`config.mk`:
```
export PLATFORM = sky130hd
export DESIGN_NAME = fsk_tagwave
export DESIGN_NICKNAME = d
export VERILOG_FILES = /design/src/rtl/fsktag_pkg.sv /design/src/rtl/fsktag_cell.sv /design/src/rtl/fsktag_seq.sv /design/src/rtl/fsk_tagwave.sv
export SDC_FILE = /design/constraint.sdc
export NUM_CORES = 1
export LEC_CHECK = 0
export BUFFER_PORTS_ARGS = -buffer_cell sky130_fd_sc_hd__buf_4
export CAP_MARGIN = 20
export CORE_MARGIN = 2
export CORE_UTILIZATION = 60
export DETAILED_ROUTE_END_ITERATION = 10
export GPL_TIMING_DRIVEN = 0
export PLACE_DENSITY_LB_ADDON = 0.15
export SYNTH_ARGS = -nofsm -noshare
export SYNTH_HDL_FRONTEND = slang
export SYNTH_SLANG_ARGS = --single-unit
```
`constraint.sdc`:
```
create_clock -name clk -period 5.2 [get_ports clk]
set_input_delay 0.78 -clock clk [delete_from_list [all_inputs] [get_ports clk]]
set_output_delay 0.78 -clock clk [all_outputs]
set_load 0.1 [all_outputs]
```
`src/rtl/fsktag_pkg.sv`:
```
package fsktag_pkg;

    typedef enum logic [1:0] {
        SLOT_MARK,
        SLOT_FILL,
        SLOT_HALF0,
        SLOT_HALF1
    } slot_e;

    function automatic int max2(input int a, input int b);
        return (a > b) ? a : b;
    endfunction

endpackage

```
`src/rtl/fsktag_cell.sv`:
```
module fsktag_cell
    import fsktag_pkg::*;
#(
    parameter int DIV_A  = 8,
    parameter int HIGH_A = 2,
    parameter int REP_A  = 6,
    parameter int DIV_B  = 10,
    parameter int HIGH_B = 3,
    parameter int REP_B  = 5
) (
    input  logic clk,
    input  logic rst_n,
    input  logic clr_i,
    input  logic adv_i,
    input  logic wide_i,
    input  logic short_i,
    output logic bit_o,
    output logic first_o,
    output logic last_o
);

    localparam int DIV_MAX = max2(DIV_A, DIV_B);
    localparam int REP_MAX = max2(REP_A, REP_B);
    localparam int PH_W    = $clog2(DIV_MAX);
    localparam int RP_W    = $clog2(REP_MAX + 1);

    localparam logic [PH_W-1:0] PH_END_A = PH_W'(DIV_A - 1);
    localparam logic [PH_W-1:0] PH_END_B = PH_W'(DIV_B - 1);
    localparam logic [PH_W-1:0] HI_A     = PH_W'(HIGH_A);
    localparam logic [PH_W-1:0] HI_B     = PH_W'(HIGH_B);
    localparam logic [RP_W-1:0] RP_END_A = RP_W'(REP_A - 1);
    localparam logic [RP_W-1:0] RP_END_B = RP_W'(REP_B - 1);

    typedef struct packed {
        logic [PH_W-1:0] phase;
        logic [RP_W-1:0] rep;
    } cell_t;

    cell_t           st_q, st_d;
    logic [PH_W-1:0] ph_end;
    logic [PH_W-1:0] hi_lim;
    logic [RP_W-1:0] rp_end;
    logic            per_end;

    always_comb begin
        ph_end  = wide_i ? PH_END_B : PH_END_A;
        hi_lim  = wide_i ? HI_B : HI_A;
        rp_end  = short_i ? '0 : (wide_i ? RP_END_B : RP_END_A);
        per_end = (st_q.phase == ph_end);
        last_o  = per_end && (st_q.rep == rp_end);
        first_o = (st_q.phase == '0) && (st_q.rep == '0);
        bit_o   = (st_q.phase < hi_lim);

        st_d = st_q;
        if (clr_i) begin
            st_d = '0;
        end else if (adv_i) begin
            if (per_end) begin
                st_d.phase = '0;
                st_d.rep   = last_o ? '0 : st_q.rep + 1'b1;
            end else begin
                st_d.phase = st_q.phase + 1'b1;
            end
        end
    end

    always_ff @(posedge clk or negedge rst_n) begin
        if (!rst_n) st_q <= '0;
        else        st_q <= st_d;
    end

    // a short-kind slot never lets the phase run past its 8-sample period
    p_phase_short_r1: assert property (@(posedge clk) disable iff (!rst_n)
        (!wide_i) |-> (st_q.phase <= PH_END_A));

    // a long-kind slot never counts more than five periods
    p_rep_long_r2: assert property (@(posedge clk) disable iff (!rst_n)
        wide_i |-> (st_q.rep <= RP_END_B));

    // the filler slot is a single period
    p_fill_single_r5: assert property (@(posedge clk) disable iff (!rst_n)
        short_i |-> (st_q.rep == '0));

endmodule

```
`src/rtl/fsktag_seq.sv`:
```
module fsktag_seq
    import fsktag_pkg::*;
#(
    parameter int                ID_W     = 44,
    parameter int                GROUP    = 4,
    parameter int                MARK_N   = 8,
    parameter logic [MARK_N-1:0] MARK_PAT = 8'b10111000
) (
    input  logic            clk,
    input  logic            rst_n,
    input  logic            en_i,
    input  logic            load_i,
    input  logic            smp_i,
    input  logic [ID_W-1:0] id_i,
    input  logic            last_i,
    output logic            run_o,
    output logic            adv_o,
    output logic            clr_o,
    output logic            wide_o,
    output logic            short_o,
    output logic            mark0_o
);

    localparam int BI_W = $clog2(ID_W);
    localparam int MI_W = $clog2(MARK_N);
    localparam logic [BI_W-1:0] BI_TOP = BI_W'(ID_W - 1);
    localparam logic [MI_W-1:0] MI_END = MI_W'(MARK_N - 1);

    typedef struct packed {
        logic            run;
        slot_e           slot;
        logic [MI_W-1:0] midx;
        logic [BI_W-1:0] bidx;
        logic [ID_W-1:0] id;
    } seq_t;

    seq_t            st_q, st_d;
    logic            step;
    logic            wrap;
    logic            cur_bit;
    logic [BI_W-1:0] bidx_dn;

    function automatic logic group_head(input logic [BI_W-1:0] bi);
        return (int'(bi) % GROUP) == (GROUP - 1);
    endfunction

    always_comb begin
        run_o   = st_q.run & en_i;
        adv_o   = run_o & smp_i & ~load_i;
        clr_o   = ~run_o | load_i;
        step    = adv_o & last_i;
        cur_bit = st_q.id[st_q.bidx];
        bidx_dn = st_q.bidx - 1'b1;
        wrap    = step && (st_q.slot == SLOT_HALF1) && (st_q.bidx == '0);

        case (st_q.slot)
            SLOT_MARK:  wide_o = MARK_PAT[st_q.midx];
            SLOT_FILL:  wide_o = 1'b0;
            SLOT_HALF0: wide_o = cur_bit;
            default:    wide_o = ~cur_bit;
        endcase
        short_o = (st_q.slot == SLOT_FILL);
        mark0_o = (st_q.slot == SLOT_MARK) && (st_q.midx == '0);

        st_d = st_q;
        if (!en_i) begin
            st_d.run  = 1'b0;
            st_d.slot = SLOT_MARK;
            st_d.midx = '0;
        end else if (load_i) begin
            st_d.run  = 1'b1;
            st_d.slot = SLOT_MARK;
            st_d.midx = '0;
            st_d.id   = id_i;
        end else if (step) begin
            case (st_q.slot)
                SLOT_MARK: begin
                    if (st_q.midx == MI_END) begin
                        st_d.bidx = BI_TOP;
                        st_d.slot = group_head(BI_TOP) ? SLOT_FILL : SLOT_HALF0;
                    end else begin
                        st_d.midx = st_q.midx + 1'b1;
                    end
                end
                SLOT_FILL:  st_d.slot = SLOT_HALF0;
                SLOT_HALF0: st_d.slot = SLOT_HALF1;
                default: begin
                    if (st_q.bidx == '0) begin
                        st_d.slot = SLOT_MARK;
                        st_d.midx = '0;
                        st_d.id   = id_i;
                    end else begin
                        st_d.bidx = bidx_dn;
                        st_d.slot = group_head(bidx_dn) ? SLOT_FILL : SLOT_HALF0;
                    end
                end
            endcase
        end
    end

    always_ff @(posedge clk or negedge rst_n) begin
        if (!rst_n) begin
            st_q      <= '0;
            st_q.slot <= SLOT_MARK;
        end else begin
            st_q <= st_d;
        end
    end

    // with no strobe and no start request the frame position holds
    p_hold_r7: assert property (@(posedge clk) disable iff (!rst_n)
        (en_i && !load_i && !smp_i) |=>
            ($stable(st_q.slot) && $stable(st_q.midx) && $stable(st_q.bidx)));

    // finishing bit 0 lands on the first marker half
    p_wrap_r6: assert property (@(posedge clk) disable iff (!rst_n)
        wrap |=> ((st_q.slot == SLOT_MARK) && (st_q.midx == '0)));

    // the held identifier only changes on a start request or a frame wrap
    p_idkeep_r9: assert property (@(posedge clk) disable iff (!rst_n)
        (!load_i && !wrap) |=> $stable(st_q.id));

endmodule

```
`src/rtl/fsk_tagwave.sv`:
```
module fsk_tagwave
    import fsktag_pkg::*;
#(
    parameter int                ID_W     = 44,
    parameter int                GROUP    = 4,
    parameter int                DIV_A    = 8,
    parameter int                HIGH_A   = 2,
    parameter int                REP_A    = 6,
    parameter int                DIV_B    = 10,
    parameter int                HIGH_B   = 3,
    parameter int                REP_B    = 5,
    parameter int                MARK_N   = 8,
    parameter logic [MARK_N-1:0] MARK_PAT = 8'b10111000
) (
    input  logic            clk,
    input  logic            rst_n,
    input  logic            en_i,
    input  logic            load_i,
    input  logic            smp_i,
    input  logic [ID_W-1:0] id_i,
    output logic            mod_o,
    output logic            sof_o
);

    logic run_w, adv_w, clr_w, wide_w, short_w, mark0_w;
    logic cbit_w, first_w, last_w;

    fsktag_seq #(
        .ID_W    (ID_W),
        .GROUP   (GROUP),
        .MARK_N  (MARK_N),
        .MARK_PAT(MARK_PAT)
    ) u_seq (
        .clk    (clk),
        .rst_n  (rst_n),
        .en_i   (en_i),
        .load_i (load_i),
        .smp_i  (smp_i),
        .id_i   (id_i),
        .last_i (last_w),
        .run_o  (run_w),
        .adv_o  (adv_w),
        .clr_o  (clr_w),
        .wide_o (wide_w),
        .short_o(short_w),
        .mark0_o(mark0_w)
    );

    fsktag_cell #(
        .DIV_A (DIV_A),
        .HIGH_A(HIGH_A),
        .REP_A (REP_A),
        .DIV_B (DIV_B),
        .HIGH_B(HIGH_B),
        .REP_B (REP_B)
    ) u_cell (
        .clk    (clk),
        .rst_n  (rst_n),
        .clr_i  (clr_w),
        .adv_i  (adv_w),
        .wide_i (wide_w),
        .short_i(short_w),
        .bit_o  (cbit_w),
        .first_o(first_w),
        .last_o (last_w)
    );

    always_comb begin
        mod_o = run_w & cbit_w;
        sof_o = adv_w & mark0_w & first_w;
    end

    // the frame flag only appears in a strobe cycle while enabled
    p_sof_strobe_r8: assert property (@(posedge clk) disable iff (!rst_n)
        sof_o |-> (smp_i && en_i));

    // the first marker sample is always a high sample
    p_sof_high_r4: assert property (@(posedge clk) disable iff (!rst_n)
        sof_o |-> mod_o);

    // once enable has been low, the next cycle carries no modulation
    p_quiet_r10: assert property (@(posedge clk) disable iff (!rst_n)
        (!en_i) |=> !mod_o);

endmodule

```
==> summary.md <==
| Metric | Value |
|---|---|
| Final #Nets | `424` |
| Peak supply drop | `0.000203 V` |
| Critical Path Slowest Stage Cell | `mux4_2` |
| Grt total ovfl | `0` |
| Setup TNS | `0 ps` |
| Slew margin rel. | `0.478` |
| Post-route DRC | `0` |
| Leakage | `2.09 nW` |
| FF+latch count, synth | `63` |
| Full die area | `6770 µm²` |
| Status | `complete, no violations` |
| Drt wl/cell | `17.0 µm` |
| Initial core utilization | `0.621` |
| Mapped Cells | `301` |
| Final Skew | `8.53 ps` |
| Pin count of the biggest net entering global routing | `64` |
| Synthesized Nets | `363` |
| CTS root buf | `clkbuf_8` |
| Part of the Yosys area used for sequential elements | `0.429` |
| FMAX | `275 MHz` |
| DRT iter0 DRCs | `182` |
| Cells along the critical path | `buf_6, mux4_2, a22o_1, a31oi_1, a32oi_1, nand2_1, o21a_1, nand2_1, a21oi_1, buf_4` |
| Initial antenna violation count | `0` |
| WL final | `7.50 mm` |
| Row cnt | `28` |
| Switching Fraction | `0.244` |
| Ys Warns | `0` |
| Slew of the pin with the lowest slew margin | `783 ps` |
| Met2 Resource Use GR | `0.381` |
| Post-synth ARST share | `1.00` |
| Required time worst endpoint | `4420 ps` |
| Final Cycle Share | `0.698` |
| Die Wd | `82.3 µm` |
| HPWL after DPL | `5.36 mm` |
| Final Wtd Congestion | `0.773` |
| P_sw | `0.000301 W` |
| CP peak stage delay | `520 ps` |
| PD cells | `282 nW/µm²` |
| CTS Buffer Depth | `2` |
| EDFF count, synth | `0` |
| Fin. max-slew vios | `0` |
| First-pass DRT Iterations | `4` |
| Number of hold buffers added after cts | `0` |
| Post-CTS Setup Inserts | `0` |
| CTS tree | `done` |
| Crit start category | `flop` |
| Area leader, netlist | `dfrtp_1` |
| Number of global-route vias before repair | `2513` |
| Placed Cells | `426` |
| Post-Layout Cell Count | `442` |
| Top delay family on crit path | `compound AO/OA/AOI/OAI gates` |
| Gr usage total | `0.248` |
| H-tree depth | `3` |
| Hold violation count in the final report | `0` |
| Critical path class | `flop to output port` |
| Critical path peak fanout | `10` |
| Netlist cell types | `48` |
| Final setup margin | `1570 ps` |
| Synth area leaders | `dfrtp_1 43%, mux2_4 16%, mux2i_1 5.2%` |
| CP Capture Type | `output port` |
| Combinational share of power | `0.145` |
| Most common library cells after synthesis | `63 x dfrtp_1, 40 x mux2_4, 22 x nor2_1` |
| I/O Buffers | `50` |
| Vias | `2574` |
| Yosys top cell area share | `0.429` |
| Clk sink count | `63` |
| Ports | `51` |
| Post-DRT Antenna Nets | `0` |
| Synthesized area | `3680 µm²` |
| Met3 capacity usage during global routing | `0.0533` |
| Most used routing layer | `met2` |
| Synth-to-Final Area Change | `18.8%` |
| Worst-path clk slew | `80 ps` |
| Max-cap violations | `0` |
| First-pass GRT wire length | `12.3 mm` |
| Sequential Power Share | `0.465` |
| DP Area | `4150 µm²` |
| Hold WS | `506 ps` |
| Top-count cell post-synth | `dfrtp_1` |
| Hold Path Class | `flop to flop` |
| Crit-path most repeated cell | `nand2_1` |
| DR vias/cell | `5.82` |
| Setup repair after global routing missed its margin | `false` |
| Crit path DAT | `2850 ps` |
| Clock Latency Late Sink | `350 ps` |
| Share of layout cells above drive strength 1 | `0.362` |
| Setup violations, final | `0` |
| Dpl ws | `1660 ps` |
| Internal Power | `0.000929 W` |
| N_diodes | `0` |
| Post-layout min period | `3630 ps` |
| Inserted Clock Buffers | `9` |
| Buf/Inv on CP | `2` |
| Clock power frac | `0.390` |
| Core area | `5920 µm²` |
| Syn Area/Cell | `12.2 µm²` |
| Fin area | `4370 µm²` |
| PostCTS Resize Cnt | `0` |
| Synth Flop Type | `dfrtp_1` |
| Met1 Use GR | `0.344` |
| Die Y | `82.3 µm` |
-- power groups by stage --
| stage | Sequential (W) | Combinational (W) | Clock (W) |
|---|---|---|---|
| final | 0.000572 | 0.000178 | 0.000479 |
| after global routing | 0.000578 | 0.000191 | 0.000505 |
| after CTS | 0.000572 | 0.000180 | 0.000486 |
| after detailed placement | 0.000580 | 0.000179 | 0 |
| after global placement | 0.000578 | 0.000174 | 0 |
| after floorplan | 0.000569 | 0.000123 | 0 |
-- metrics by stage --
step,utilization,total power (W)
final,0.738,0.00123
after CTS,0.738,0.00124
after global routing,0.738,0.00127
after floorplan,-,0.000692
after global placement,0.700,0.000752
after detailed placement,0.700,0.000760
-- area by class of cell --
| class | instances | area (µm²) |
|---|---|---|
| inverters | 13 | 48.8 |
| clock inverters | 7 | 97.6 |
| repair buffers | 50 | 375 |
| flip-flops and latches | 63 | 1580 |
| clock buffers | 9 | 124 |
| plain buffers | 13 | 134 |
| fillers | 396 | 1550 |
| well taps | 75 | 93.8 |
| multi-input cells | 212 | 1920 |
-- final timing paths --
path	from	end	slack, ps	depth (start not counted)
setup / recovery	u_seq.st_q[44]	mod_o	1570	10
hold reg to reg	u_seq.st_q[20]	u_seq.st_q[20]	510	1
max in group asynchronous	rst_n	u_seq.st_q[2]	4180	1
hold / removal	u_seq.st_q[20]	u_seq.st_q[20]	510	1
min in group asynchronous	rst_n	u_cell.st_q[1]	520	1
setup reg to reg	u_seq.st_q[44]	u_seq.st_q[2]	1640	11
-- metal layers --
metal,wire (µm),up-vias
met4,110,0
li1,-,1209
met1,3610,1281
met3,384,10
met2,3390,74
met5,0,-
-- cell families after synthesis --
group,count (synthesis),synth area share
buffers and inverters,26,0.0497
xor gates and xnor gates,2,0.00477
adders and majority gates,13,0.0442
and+or+nand+nor,81,0.118
AOI/OAI and AO/OA,46,0.0868
muxes,70,0.267
DFF,63,0.429
-- cells in the final DEF (no fill, tap or decap), types with 3 or more instances in the layout --
cell,Yosys,final
a21o_1,4,4
a21oi_1,11,11
a22o_1,3,3
a22oi_1,5,5
buf_12,4,4
buf_4,1,51
clkbuf_1,5,5
clkbuf_8,0,9
dfrtp_1,63,63
ha_1,13,13
inv_1,13,13
mux2_2,6,6
mux2_4,40,40
mux2i_1,19,19
mux4_1,3,3
nand2_1,13,13
nand2b_1,5,5
nand3_1,7,7
nand3b_1,3,3
nand4_1,5,5
nor2_1,22,22
nor2b_1,5,5
nor3_1,3,3
o21a_1,4,4
o21ai_0,7,7
or2_2,6,6
-- registers in the layout, summed over array words and instances, names as in the netlist --
register and flops:
u_cell.st_q 7, u_seq.st_q 56
Power figures use the tool's default switching activity.
